[src/rtl/merge2_buf.sv]
module merge2_buf #(
  parameter int W     = 8,
  parameter int DEPTH = 4,
  parameter int CW    = $clog2(DEPTH + 1)
) (
  input  logic          clk,
  input  logic          rst_n,
  input  logic          a_vld,
  input  logic [W-1:0]  a_dat,
  input  logic          b_vld,
  input  logic [W-1:0]  b_dat,
  output logic          out_vld,
  output logic [W-1:0]  out_dat,
  output logic [CW-1:0] occupancy,
  output logic          full,
  output logic          overflow
);

  localparam int PW = (DEPTH > 1) ? $clog2(DEPTH) : 1;
  localparam logic [CW:0] DEP = (CW+1)'(DEPTH);

  logic [W-1:0]  mem [DEPTH];
  logic [PW-1:0] rd_ptr, wr_ptr, wr_ptr1;
  logic [CW-1:0] cnt;
  logic          ovf_q;

  logic          have_q;
  logic          nxt_vld;
  logic [W-1:0]  nxt_dat;
  logic          p0_v, p1_v, acc0, acc1, lose;
  logic [W-1:0]  p0_d, p1_d;
  logic [CW:0]   keep, space, cnt_n;

  assign have_q  = (cnt != '0);
  assign wr_ptr1 = wr_ptr + 1'b1;

  // head of buffer first, then A, then B
  assign nxt_vld = have_q | a_vld | b_vld;
  assign nxt_dat = have_q ? mem[rd_ptr] : (a_vld ? a_dat : b_dat);

  always_comb begin
    p0_v = 1'b0;
    p0_d = b_dat;
    p1_v = 1'b0;
    p1_d = b_dat;
    if (have_q) begin
      if (a_vld) begin
        p0_v = 1'b1;
        p0_d = a_dat;
        p1_v = b_vld;
      end else begin
        p0_v = b_vld;
      end
    end else begin
      p0_v = a_vld & b_vld;
    end
  end

  assign keep  = {1'b0, cnt} - {{CW{1'b0}}, have_q};
  assign space = DEP - keep;
  assign acc0  = p0_v && (space != '0);
  assign acc1  = p1_v && (space >= 2);
  assign lose  = (p0_v && !acc0) || (p1_v && !acc1);
  assign cnt_n = keep + {{CW{1'b0}}, acc0} + {{CW{1'b0}}, acc1};

  always_ff @(posedge clk) begin
    if (acc0) mem[wr_ptr]  <= p0_d;
    if (acc1) mem[wr_ptr1] <= p1_d;
  end

  always_ff @(posedge clk) begin
    if (!rst_n) begin
      rd_ptr  <= '0;
      wr_ptr  <= '0;
      cnt     <= '0;
      ovf_q   <= 1'b0;
      out_vld <= 1'b0;
      out_dat <= '0;
    end else begin
      if (have_q) rd_ptr <= rd_ptr + 1'b1;
      if (acc1)      wr_ptr <= wr_ptr + 2'd2;
      else if (acc0) wr_ptr <= wr_ptr + 1'b1;
      cnt     <= cnt_n[CW-1:0];
      ovf_q   <= ovf_q | lose;
      out_vld <= nxt_vld;
      if (nxt_vld) out_dat <= nxt_dat;
    end
  end

  assign occupancy = cnt;
  assign full      = (cnt == DEP[CW-1:0]);
  assign overflow  = ovf_q;

endmodule


[config.mk]
export PLATFORM = sky130hd
export DESIGN_NAME = merge2_buf
export DESIGN_NICKNAME = d
export VERILOG_FILES = /design/src/rtl/merge2_buf.sv
export SDC_FILE = /design/constraint.sdc
export NUM_CORES = 1
export LEC_CHECK = 0
export BUFFER_PORTS_ARGS = -buffer_cell sky130_fd_sc_hd__buf_2
export CORE_MARGIN = 2
export CORE_UTILIZATION = 31
export DETAILED_ROUTE_END_ITERATION = 12
export SLEW_MARGIN = 25
export SYNTH_ARGS = -nofsm -noshare
export SYNTH_HDL_FRONTEND = slang
export SYNTH_SLANG_ARGS = --single-unit
[constraint.sdc]
create_clock -name clk -period 4.1 [get_ports clk]
set_input_delay 0.615 -clock clk [delete_from_list [all_inputs] [get_ports clk]]
set_output_delay 0.615 -clock clk [all_outputs]
set_load 0.01 [all_outputs]
==> impl_results.md, run 1 <==
* RSZ-0062 raised after global routing: no
* Max Clock Skew at 0.00759 ns
* Crit Path Max Fanout at 12
* Post-DP Area at 3000 um^2
* Startpoint Class: register
* Initial antenna violation count at 0
* Largest net degree at the start of global routing at 33
* Outcome: finished clean
* Cell Area, Synth at 2760 um^2
* Post-synthesis sequential area ratio at 48.6%
* Post-synthesis mux area share at 9.80%
* Syn Area/Cell at 12.2 um^2
* Nets at 291
* Share of layout cells above drive strength 1 at 23.9%
* Final setup TNS at 0 ns
* Tcrit/Tclk final at 86.0%
* Crit path top cell by count: ha_1
* Setup ws final at 0.575 ns
* Xor/xnor share of the synthesized area at 2.09%
* Final core occ at 35.9%
* # hold bufs at CTS at 0
* Total power at 2.69 mW
* Synthesized flop and latch total at 51
* FF-to-FF path depth at 10
* Initial DRC Count at 181
* Synthesis Warnings at 0
* DR pass1 iterations at 4
* Hold Path Stages at 2
* Via count at 1895
* Post-synthesis adder-cell area fraction at 6.17%
* Row count at 34
* Clock buffer depth at 2
* First-pass GRT wire length at 10.3 mm
* Critical path type: register to register
* Post-synth EDFFs at 32
* Cell family with most CP delay: simple AND/OR/NAND/NOR gates
* Syn nets at 260
* Die Span Y at 98.3 um
* Routed wl met3 at 353 um
* Power per cell area at 864 nW/um^2
* Slew HR at 65.1%
* Post-CTS Resized at 0
* Chip width at 98.3 um
* Compound-gate portion of the synthesized area at 18.8%
* # DRC at 0
* IO Pins at 34
* Root buf cell: clkbuf_8
* Congestion Overflow GR at 0
* DIE AREA at 9670 um^2
* Max-slew violations at 0
* Leakage at 1.24 nW
* Final Hold Viols at 0
* CP max-delay cell: o2111a_2
* Setup WS pre-CTS at 0.575 ns
* Initial core utilization at 31.8%
* Most frequent cells in the layout: buf_2, a2bb2oi_1, edfxtp_1
* Inserted Diodes at 0
* Cells after synthesis at 227
* Ys async rst share at 0%
* DR top layer: met4
* Vias/cell at 5.16
* H-tree depth at 2
* Critical Path Stages at 10
* ANT nets after route at 0
* Max-Cap Viols at 0
* Cts bufs inserted at 5
* Routed wire length at 6.40 mm
* Synth-to-layout area growth at 12.9%
* Worst-case hold slack at 0.474 ns
* Metal-1 WL at 2.96 mm
* Crit path buf inv count at 1
* Post-Synth Simple-Gate Area at 10.9%
* Layout Cells excl Fill at 367
* Met2 wire len at 3.03 mm
* CP cell instances: nor3_4 > inv_4 > ha_1 > ha_1 > ha_1 > a21boi_0 > xor2_1 > o2111a_2 > nand2_2 > nand2_1
* Critical Path RT at 4.08 ns
* Clock Sinks at 51
* GP Congestion at 0.817
* Main combinational cell family by area after synthesis: compound AO/OA/AOI/OAI gates
* Worst Max-Slew Pin Slew at 0.524 ns
* Vias in the first global route at 1856
* Wire length per cell at 17.4 um
* Tmin final at 3.52 ns
* Arrival @ worst endpoint at 3.51 ns
* Worst hold path class: register to register
* Design Area, Final at 3120 um^2
* Crit end category: register
* # setup viols final at 0
* Cells after DPL at 359
* Maximum VDD drop at 0.000279 V
* Fmax at 284 MHz
* Port Buffers at 33
* Most common cell after layout, fill and taps aside: buf_2
* Synth Flop Type: edfxtp_1
* CTS tree: done
* Clk_lat worst skew at 0.30 ns
* Detailed Place HPWL at 5.07 mm
* Setup Buffers After CTS at 0
* Core ar. at 8680 um^2
* Peak per-stage delay on the critical path at 0.53 ns
* Yosys cell types at 37
* GRT Resource Usage Total at 13.9%
* Clock-pin slew on the worst setup and hold paths at 0.09 ns
-- cell families (layout without fill, tap and decap cells) --
family	count (synthesis)	count (layout)
AND/OR/NAND/NOR	60	60
AO/OA/AOI/OAI	62	62
buffers and inverters	19	51
flip-flops	51	51
multiplexers	17	17
XOR/XNOR	5	5
adder cells (fa/ha/maj)	13	13
-- registers in the layout, summed over array words and instances, names as in the netlist, named ones only --
register,flops
wr_ptr,2
out_dat,8
occupancy,3
out_vld,1
overflow,1
rd_ptr,2
mem,32
-- report_power, final --
part           internal [mW]  total [mW]  switching (mW)  leakage (nW)
clock network          0.182       0.351           0.169        0.0581
registers              0.828       0.958           0.130         0.451
logic                  0.644        1.38           0.741         0.734
total                   1.65        2.69            1.04          1.24
-- synthesized netlist by cell type (4+ instances only) --
library cell   n  area (um^2)
a211oi_1      10         75.1
a21oi_1       10         50.1
a2bb2oi_1     32          280
and2_1        11         68.8
clkbuf_1       5         18.8
dfxtp_1       19          380
edfxtp_1      32          961
ha_1          12          150
inv_1          8         30.0
mux2i_1        9         90.1
mux4_2         8          180
nand2_1       14         52.6
nand2_2        4         25.0
nor2_1        20         75.1
-- layout make-up --
| class | instances | area, um^2 |
|---|---|---|
| clock inverter | 3 | 43.8 |
| clock buffer | 5 | 68.8 |
| inverter | 9 | 36.3 |
| multi-input combinational | 157 | 1320 |
| fill | 879 | 5560 |
| timing repair buffer | 34 | 173 |
| tap | 108 | 135 |
| sequential | 51 | 1340 |
-- final timing paths --
check                                             start             endpoint  slack [ns]
worst max-delay path            occupancy[2]$_SDFF_PN0_  mem[0][0]$_DFFE_PP_        0.58
worst min-delay path                overflow$_SDFF_PN0_  overflow$_SDFF_PN0_        0.47
worst max register to register  occupancy[2]$_SDFF_PN0_  mem[0][0]$_DFFE_PP_        0.58
worst min register to register      overflow$_SDFF_PN0_  overflow$_SDFF_PN0_        0.47
-- routing by layer --
metal	vias to the layer above	global-route usage, %
met5	-	0
li1	918	-
met3	5	2.36
met1	910	19.9
met2	62	22.0
met4	0	3.58
-- worst register-to-register path, delay by kind of cell, from the launching register on --
| family | cells | cell delay [ns] |
|---|---|---|
| simple gates | 3 | 0.99 |
| flops | 1 | 0.39 |
| compound gates | 2 | 0.75 |
| fa+ha+maj | 3 | 0.72 |
| buf+inv | 1 | 0.04 |
| xor+xnor | 1 | 0.30 |
Power figures use the tool's default switching activity.
==> run 2, diff against run 1 <==
--- a/config.mk
+++ b/config.mk
@@ -9,6 +9,7 @@
 export CORE_MARGIN = 2
 export CORE_UTILIZATION = 31
 export DETAILED_ROUTE_END_ITERATION = 12
+export GPL_ROUTABILITY_DRIVEN = 1
 export SLEW_MARGIN = 25
 export SYNTH_ARGS = -nofsm -noshare
 export SYNTH_HDL_FRONTEND = slang
==> constraint.sdc (replaced) <==
create_clock -name clk -period 4.3 [get_ports clk]
set_input_delay 0.645 -clock clk [delete_from_list [all_inputs] [get_ports clk]]
set_output_delay 0.645 -clock clk [all_outputs]
set_load 0.01 [all_outputs]
==> run 2 against run 1 <==
Combinational power fell by 5%. Sequential cell count unchanged. Cell count is 0.27% lower. Non-clock buffer count down 1. Worst setup slack lost 0.099 ns. Sequential power decreased by 4.0%. Clock-buffer cell count rose by 1. Critical path type unchanged. Clock skew shrank 0.0022 ns. Largest power group unchanged. Worst hold slack improved by 0.0043 ns.
==> impl_results.md, run 2 (same netlist as run 1, synthesis figures left out) <==
* Outcome: finished clean
* Worst hold path class: register to register
* Fmax at 261 MHz (-7.8%)
* Arrival @ worst endpoint at 3.80 ns (+0.29 ns)
* Inserted Diodes at 0 (unchanged)
* CP max-delay cell: o2111a_2
* FF-to-FF path depth at 10 (unchanged)
* Routed wire length at 6.59 mm (+2.9%)
* Clock Sinks at 51 (unchanged)
* Cts bufs inserted at 5 (unchanged)
* Initial antenna violation count at 0 (unchanged)
* Max-slew violations at 0 (unchanged)
* Switching portion of total power at 39.8% (+1.2 points)
* Synth-to-layout area growth at 11.7%
* Hold Path Stages at 2 (unchanged)
* Max reg flops at 32 (unchanged)
* # hold bufs at CTS at 0 (unchanged)
* Leakage at 1.22 nW (-1.6%)
* Initial DRC Count at 134 (-26%)
* Initial core utilization at 31.8% (unchanged)
* Final setup TNS at 0 ns (unchanged)
* Worst Max-Slew Pin Slew at 0.555 ns (+0.0315 ns)
* Crit end category: register
* Crit path buf inv count at 1 (unchanged)
* Chip width at 98.3 um (unchanged)
* NetSw at 0.997 mW (-4.1%)
* Most flops, register: mem
* Power per cell area at 814 nW/um^2 (-5.9%)
* First-pass GRT wire length at 10.2 mm (-0.67%)
* Crit Path Max Fanout at 33 (+21)
* Row count at 34 (unchanged)
* Design Area, Final at 3080 um^2 (-1.1%)
* Clock-pin slew on the worst setup and hold paths at 0.09 ns (about the same)
* Share of layout cells above drive strength 1 at 22.9% (-1.1 points)
* Startpoint Class: register
* Slew HR at 62.9% (-2.1 points)
* Clock share of power at 10.9% (-2.1 points)
* Post-DP Area at 3000 um^2 (-0.25%)
* CP cell instances: nor3_4 > inv_4 > ha_1 > ha_1 > ha_1 > a21boi_0 > xor2_1 > o2111a_2 > nand2_2 > nand2_1
* GRT Resource Usage Total at 13.7% (-0.18 points)
* Tcrit/Tclk final at 88.9% (+3.0 points)
* Port Buffers at 33 (unchanged)
* CTS tree: done
* Peak per-stage delay on the critical path at 0.53 ns (about the same)
* Reg2reg setup slack at 0.48 ns (-0.10 ns)
* DIE AREA at 9670 um^2 (unchanged)
* Critical path type: register to register
* Max-Cap Viols at 0 (unchanged)
* Most common cell after layout, fill and taps aside: buf_2
* Sequential power share at 36.7% (+1.1 points)
* Crit path top cell by count: ha_1
* Maximum VDD drop at 0.000246 V (-12%)
* FF-to-FF End: mem[0][6]$_DFFE_PP_
* Vias in the first global route at 1847 (-0.48%)
* Largest net degree at the start of global routing at 34 (+3.0%)
* Fillers at 889 (+1.1%)
* Hold path endpoint: overflow$_SDFF_PN0_
* Core ar. at 8680 um^2 (unchanged)
* Footprint of the multi-input gates at 1320 um^2 (unchanged)
* R2R Path Start: occupancy[2]$_SDFF_PN0_
* Detailed Place HPWL at 5.14 mm (+1.5%)
* Most frequent cells in the layout: buf_2, a2bb2oi_1, edfxtp_1
* Internal at 1.51 mW (-8.7%)
* Wire length per cell at 18.0 um (+3.2%)
* Clock buffer depth at 2 (unchanged)
* Congestion Overflow GR at 0 (unchanged)
* ANT nets after route at 0 (unchanged)
* DR pass1 iterations at 5 (+1)
* Setup Buffers After CTS at 0 (unchanged)
* # DRC at 0 (unchanged)
* IO Pins at 34 (unchanged)
* Hold Startpoint: overflow$_SDFF_PN0_
* Nets at 290 (-0.34%)
* Flip-flop and latch area at 1340 um^2 (unchanged)
* H-tree depth at 2 (unchanged)
* Vias/cell at 5.28 (+2.2%)
* Clk_lat worst skew at 0.30 ns (about the same)
* # setup viols final at 0 (unchanged)
* Root buf cell: clkbuf_8
* Cell family with most CP delay: simple AND/OR/NAND/NOR gates
* Via count at 1931 (+1.9%)
* Die Span Y at 98.3 um (unchanged)
* Post-CTS Resized at 0 (unchanged)
* Final Hold Viols at 0 (unchanged)
* GP Congestion at 0.789 (-3.5%)
* Max Clock Skew at 0.00537 ns (-0.00222 ns)
* RSZ-0062 raised after global routing: no
* Tmin final at 3.82 ns (+0.299 ns)
* Part of the power in combinational logic at 52.4% (+1.0 points)
* Critical Path RT at 4.27 ns (+0.19 ns)
## run 2: cell count changes in the layout (fill, tap and decap cells not counted), sizes merged
cell    before  now
buf         34   33
bufinv       1    0
clkbuf       5    6
## run 2: worst register-to-register path: cells and delay by family (launching register included)
kind                     cells  cell delay, ns
flip-flops                   1            0.39
buffers and inverters        1            0.23
adder cells (fa/ha/maj)      3            0.82
AND/OR/NAND/NOR              3            1.01
AO/OA/AOI/OAI                2            0.77
XOR/XNOR                     1            0.29
## run 2: area by class of cell
type / count / share of cell area [%]
clock buffers: 6 / 2.36
multi-input cells: 157 / 42.8
flip-flops and latches: 51 / 43.5
clock inverters: 2 / 0.406
well taps: 108 / 4.39
repair buffers: 33 / 5.36
inverters: 9 / 1.18
## run 2: per-layer routing
metal,part of all wire (%),track usage [%],vias to the layer above
met5,0,0,-
met2,46,21.5,82
li1,-,-,919
met1,44,19.7,919
met4,1.6,3.37,0
met3,8.6,2.65,11
## run 2: power groups by stage
stage | clock network (mW) | logic (mW) | registers [mW]
after floorplan | 0 | 1.06 | 0.884
after global placement | 0 | 1.29 | 0.927
after detailed placement | 0 | 1.31 | 0.937
after CTS | 0.277 | 1.31 | 0.926
after global routing | 0.299 | 1.44 | 0.945
final | 0.272 | 1.31 | 0.920
## run 2: worst max path at each step
stage / from / end / slack, ns / depth (start not counted)
3_5_place_dp: occupancy[2]$_SDFF_PN0_ / mem[0][7]$_DFFE_PP_ / 0.48 / 10
5_1_grt: occupancy[2]$_SDFF_PN0_ / mem[0][6]$_DFFE_PP_ / 0.16 / 10
4_1_cts: occupancy[2]$_SDFF_PN0_ / mem[0][0]$_DFFE_PP_ / 0.47 / 10
2_1_floorplan: occupancy[2]$_SDFF_PN0_ / occupancy[1]$_SDFF_PN0_ / 0.58 / 14
6_report: occupancy[2]$_SDFF_PN0_ / mem[0][6]$_DFFE_PP_ / 0.48 / 10
3_3_place_gp: occupancy[2]$_SDFF_PN0_ / mem[2][5]$_DFFE_PP_ / 0.63 / 10
## run 2: per-stage QoR
| step | hold slack [ns] | power (mW) | util [%] | setup slack, ns | cells |
|---|---|---|---|---|---|
| after floorplan | 0.485 | 1.94 | - | 0.581 | 227 |
| after global placement | 0.453 | 2.22 | 34.5 | 0.628 | 358 |
| after detailed placement | 0.463 | 2.25 | 34.5 | 0.477 | 358 |
| after CTS | 0.484 | 2.52 | 35.5 | 0.471 | 366 |
| after global routing | 0.517 | 2.68 | 35.5 | 0.160 | 366 |
| final | 0.478 | 2.51 | 35.5 | 0.476 | 366 |
==> run 3, diff against run 2 <==
--- a/config.mk
+++ b/config.mk
@@ -6,10 +6,13 @@
 export NUM_CORES = 1
 export LEC_CHECK = 0
 export BUFFER_PORTS_ARGS = -buffer_cell sky130_fd_sc_hd__buf_2
+export CORE_ASPECT_RATIO = 1.1
 export CORE_MARGIN = 2
 export CORE_UTILIZATION = 31
 export DETAILED_ROUTE_END_ITERATION = 12
 export GPL_ROUTABILITY_DRIVEN = 1
+export GPL_TIMING_DRIVEN = 0
+export PLACE_DENSITY = 0.44
 export SLEW_MARGIN = 25
 export SYNTH_ARGS = -nofsm -noshare
 export SYNTH_HDL_FRONTEND = slang
==> run 3 against run 2 <==
Global-route usage rose by 1.7 points. Register-to-register slack got worse by 0.15 ns. Worst setup slack worse by 0.15 ns. Cell area increased by 3.7%. Fmax down 3.8%. Cell count up 4.6%. Sequential share of layout area decreased by 1.6 points. Routed wire length grew 5.4%. Clock-buffer cell count unchanged. Largest power group unchanged. Highest routed layer unchanged.
==> impl_results.md, run 3 (same netlist as run 1, synthesis figures left out) <==
* Initial DRC Count at 68 (-49%)
* DIE AREA at 9670 um^2 (about the same)
* Congestion Overflow GR at 0 (unchanged)
* Cts bufs inserted at 5 (unchanged)
* Final Hold Viols at 0 (unchanged)
* Outcome: finished clean
* Core ar. at 8740 um^2 (+0.69%)
* Setup WS pre-CTS at -0.209 ns (-0.687 ns)
* Root buf cell: clkbuf_8
* Vias in the first global route at 1897 (+2.7%)
* Synth-to-layout area growth at 15.8%
* Leakage at 1.27 nW (+3.8%)
* Crit end category: register
* Max-Cap Viols at 0 (unchanged)
* Sequential power share at 32.3% (-4.4 points)
* Most common cell after layout, fill and taps aside: buf_2
* Switching portion of total power at 39.9% (+0.12 points)
* Initial antenna violation count at 0 (unchanged)
* Most flops, register: mem
* Clk_lat worst skew at 0.31 ns (about the same)
* Maximum VDD drop at 0.000220 V (-10%)
* Fmax at 252 MHz (-3.8%)
* Row count at 36 (+5.9%)
* Nets at 301 (+3.8%)
* Tmin final at 3.98 ns (+0.152 ns)
* Share of layout cells above drive strength 1 at 25.7% (+2.8 points)
* Design Area, Final at 3190 um^2 (+3.7%)
* Vias/cell at 4.97 (-5.8%)
* Internal at 1.60 mW (+6.4%)
* Routed wire length at 6.94 mm (+5.4%)
* GRT Resource Usage Total at 15.5% (+1.7 points)
* Die Span Y at 103 um (+4.7%)
* Clock-pin slew on the worst setup and hold paths at 0.09 ns (about the same)
* Worst Max-Slew Pin Slew at 0.827 ns (+0.272 ns)
* Worst hold path class: register to register
* Slew HR at 44.8% (-18 points)
* Clock buffer depth at 2 (unchanged)
* Arrival @ worst endpoint at 4.16 ns (+0.36 ns)
* CTS tree: done
* Tcrit/Tclk final at 92.5% (+3.5 points)
* Power per cell area at 836 nW/um^2 (+2.8%)
* GP Congestion at 0.771 (-2.3%)
* RSZ-0062 raised after global routing: no
* Post-DP Area at 3070 um^2 (+2.4%)
* Crit Path Max Fanout at 10 (-70%)
* ANT nets after route at 0 (unchanged)
* Clock share of power at 12.9% (+2.0 points)
* Port Buffers at 33 (unchanged)
* # setup viols final at 0 (unchanged)
* DR pass1 iterations at 5 (unchanged)
* Critical Path RT at 4.48 ns (+0.21 ns)
* Initial core utilization at 31.6% (-0.22 points)
* Critical path type: register to register
* Startpoint Class: register
* Max Clock Skew at 0.0117 ns (+0.00631 ns)
* Max reg flops at 32 (unchanged)
* Largest net degree at the start of global routing at 17 (-50%)
* First-pass GRT wire length at 11.0 mm (+7.0%)
* Via count at 1904 (-1.4%)
* IO Pins at 34 (unchanged)
* Setup ws final at 0.324 ns (-0.152 ns)
* Detailed Place HPWL at 4.77 mm (-7.3%)
* # DRC at 0 (unchanged)
* Part of the power in combinational logic at 54.8% (+2.4 points)
* NetSw at 1.07 mW (+6.9%)
* Max-slew violations at 0 (unchanged)
* Chip width at 93.9 um (-4.5%)
* Most frequent cells in the layout: buf_2, a2bb2oi_1, edfxtp_1
* Wire length per cell at 18.1 um (+0.71%)
* Inserted Diodes at 0 (unchanged)
* Clock Sinks at 51 (unchanged)
* H-tree depth at 2 (unchanged)
[run 3: cell type report]
| class | instances | area (um^2) |
|---|---|---|
| repair buffers | 34 | 173 |
| well taps | 114 | 143 |
| inverters | 9 | 36.3 |
| fillers | 915 | 5540 |
| plain buffers | 10 | 65.1 |
| multi-input cells | 157 | 1330 |
| flip-flops and latches | 51 | 1340 |
| clock buffers | 6 | 72.6 |
| clock inverters | 2 | 36.3 |
[run 3: layer usage]
metal  share of wire (%)  global-route usage (%)
met1                  47                    21.3
met2                  49                    25.9
met3                 3.1                    2.41
met4                0.89                    3.34
met5                   0                       0
[run 3: path summary, 6_finish.rpt]
check,start,endpoint,slack (ns),depth (start not counted)
setup / recovery,occupancy[2]$_SDFF_PN0_,occupancy[2]$_SDFF_PN0_,0.32,15
hold / removal,overflow$_SDFF_PN0_,overflow$_SDFF_PN0_,0.48,2
setup reg to reg,occupancy[2]$_SDFF_PN0_,occupancy[2]$_SDFF_PN0_,0.32,15
hold reg to reg,overflow$_SDFF_PN0_,overflow$_SDFF_PN0_,0.48,2
[run 3: repair_timing]
item / in CTS / in global routing
resized for setup: 4 / 2
hold buffers: 0 / 0
hold endpoints to repair: 0 / 0
pin swaps: 1 / 0
setup buffers: 1 / 0
setup endpoints to repair: 34 / 35
[run 3: per-stage QoR]
stage	utilization [%]	hold slack (ns)	total power [mW]	std cells	setup TNS [ns]
detailed placement	35.1	0.465	2.34	374	-6.00
floorplan	-	0.485	1.94	227	0
finish	36.6	0.482	2.67	383	0
global placement	35.1	0.451	2.34	374	-7.66
global route	36.6	0.524	2.89	383	0
CTS	36.5	0.492	2.70	383	0
[run 3: worst max-delay path: stages, from the launching register on]
cell	delay (ns)
dfxtp_1	0.49
nor3_4	0.08
inv_4	0.07
clkbuf_1	0.46
clkbuf_2	0.39
ha_1	0.22
ha_1	0.28
ha_1	0.22
a21boi_0	0.13
xor2_1	0.21
o2111a_2	0.34
buf_8	0.17
fa_1	0.37
ha_1	0.23
xnor2_1	0.15
nor2_1	0.05
[run 3: power by group through the flow]
stage          logic (mW)  registers [mW]  clock network, mW
2_1_floorplan        1.06           0.884                  0
3_3_place_gp         1.46           0.877                  0
3_5_place_dp         1.46           0.879                  0
4_1_cts              1.48           0.866              0.354
5_1_grt              1.64           0.884              0.368
6_report             1.46           0.863              0.344
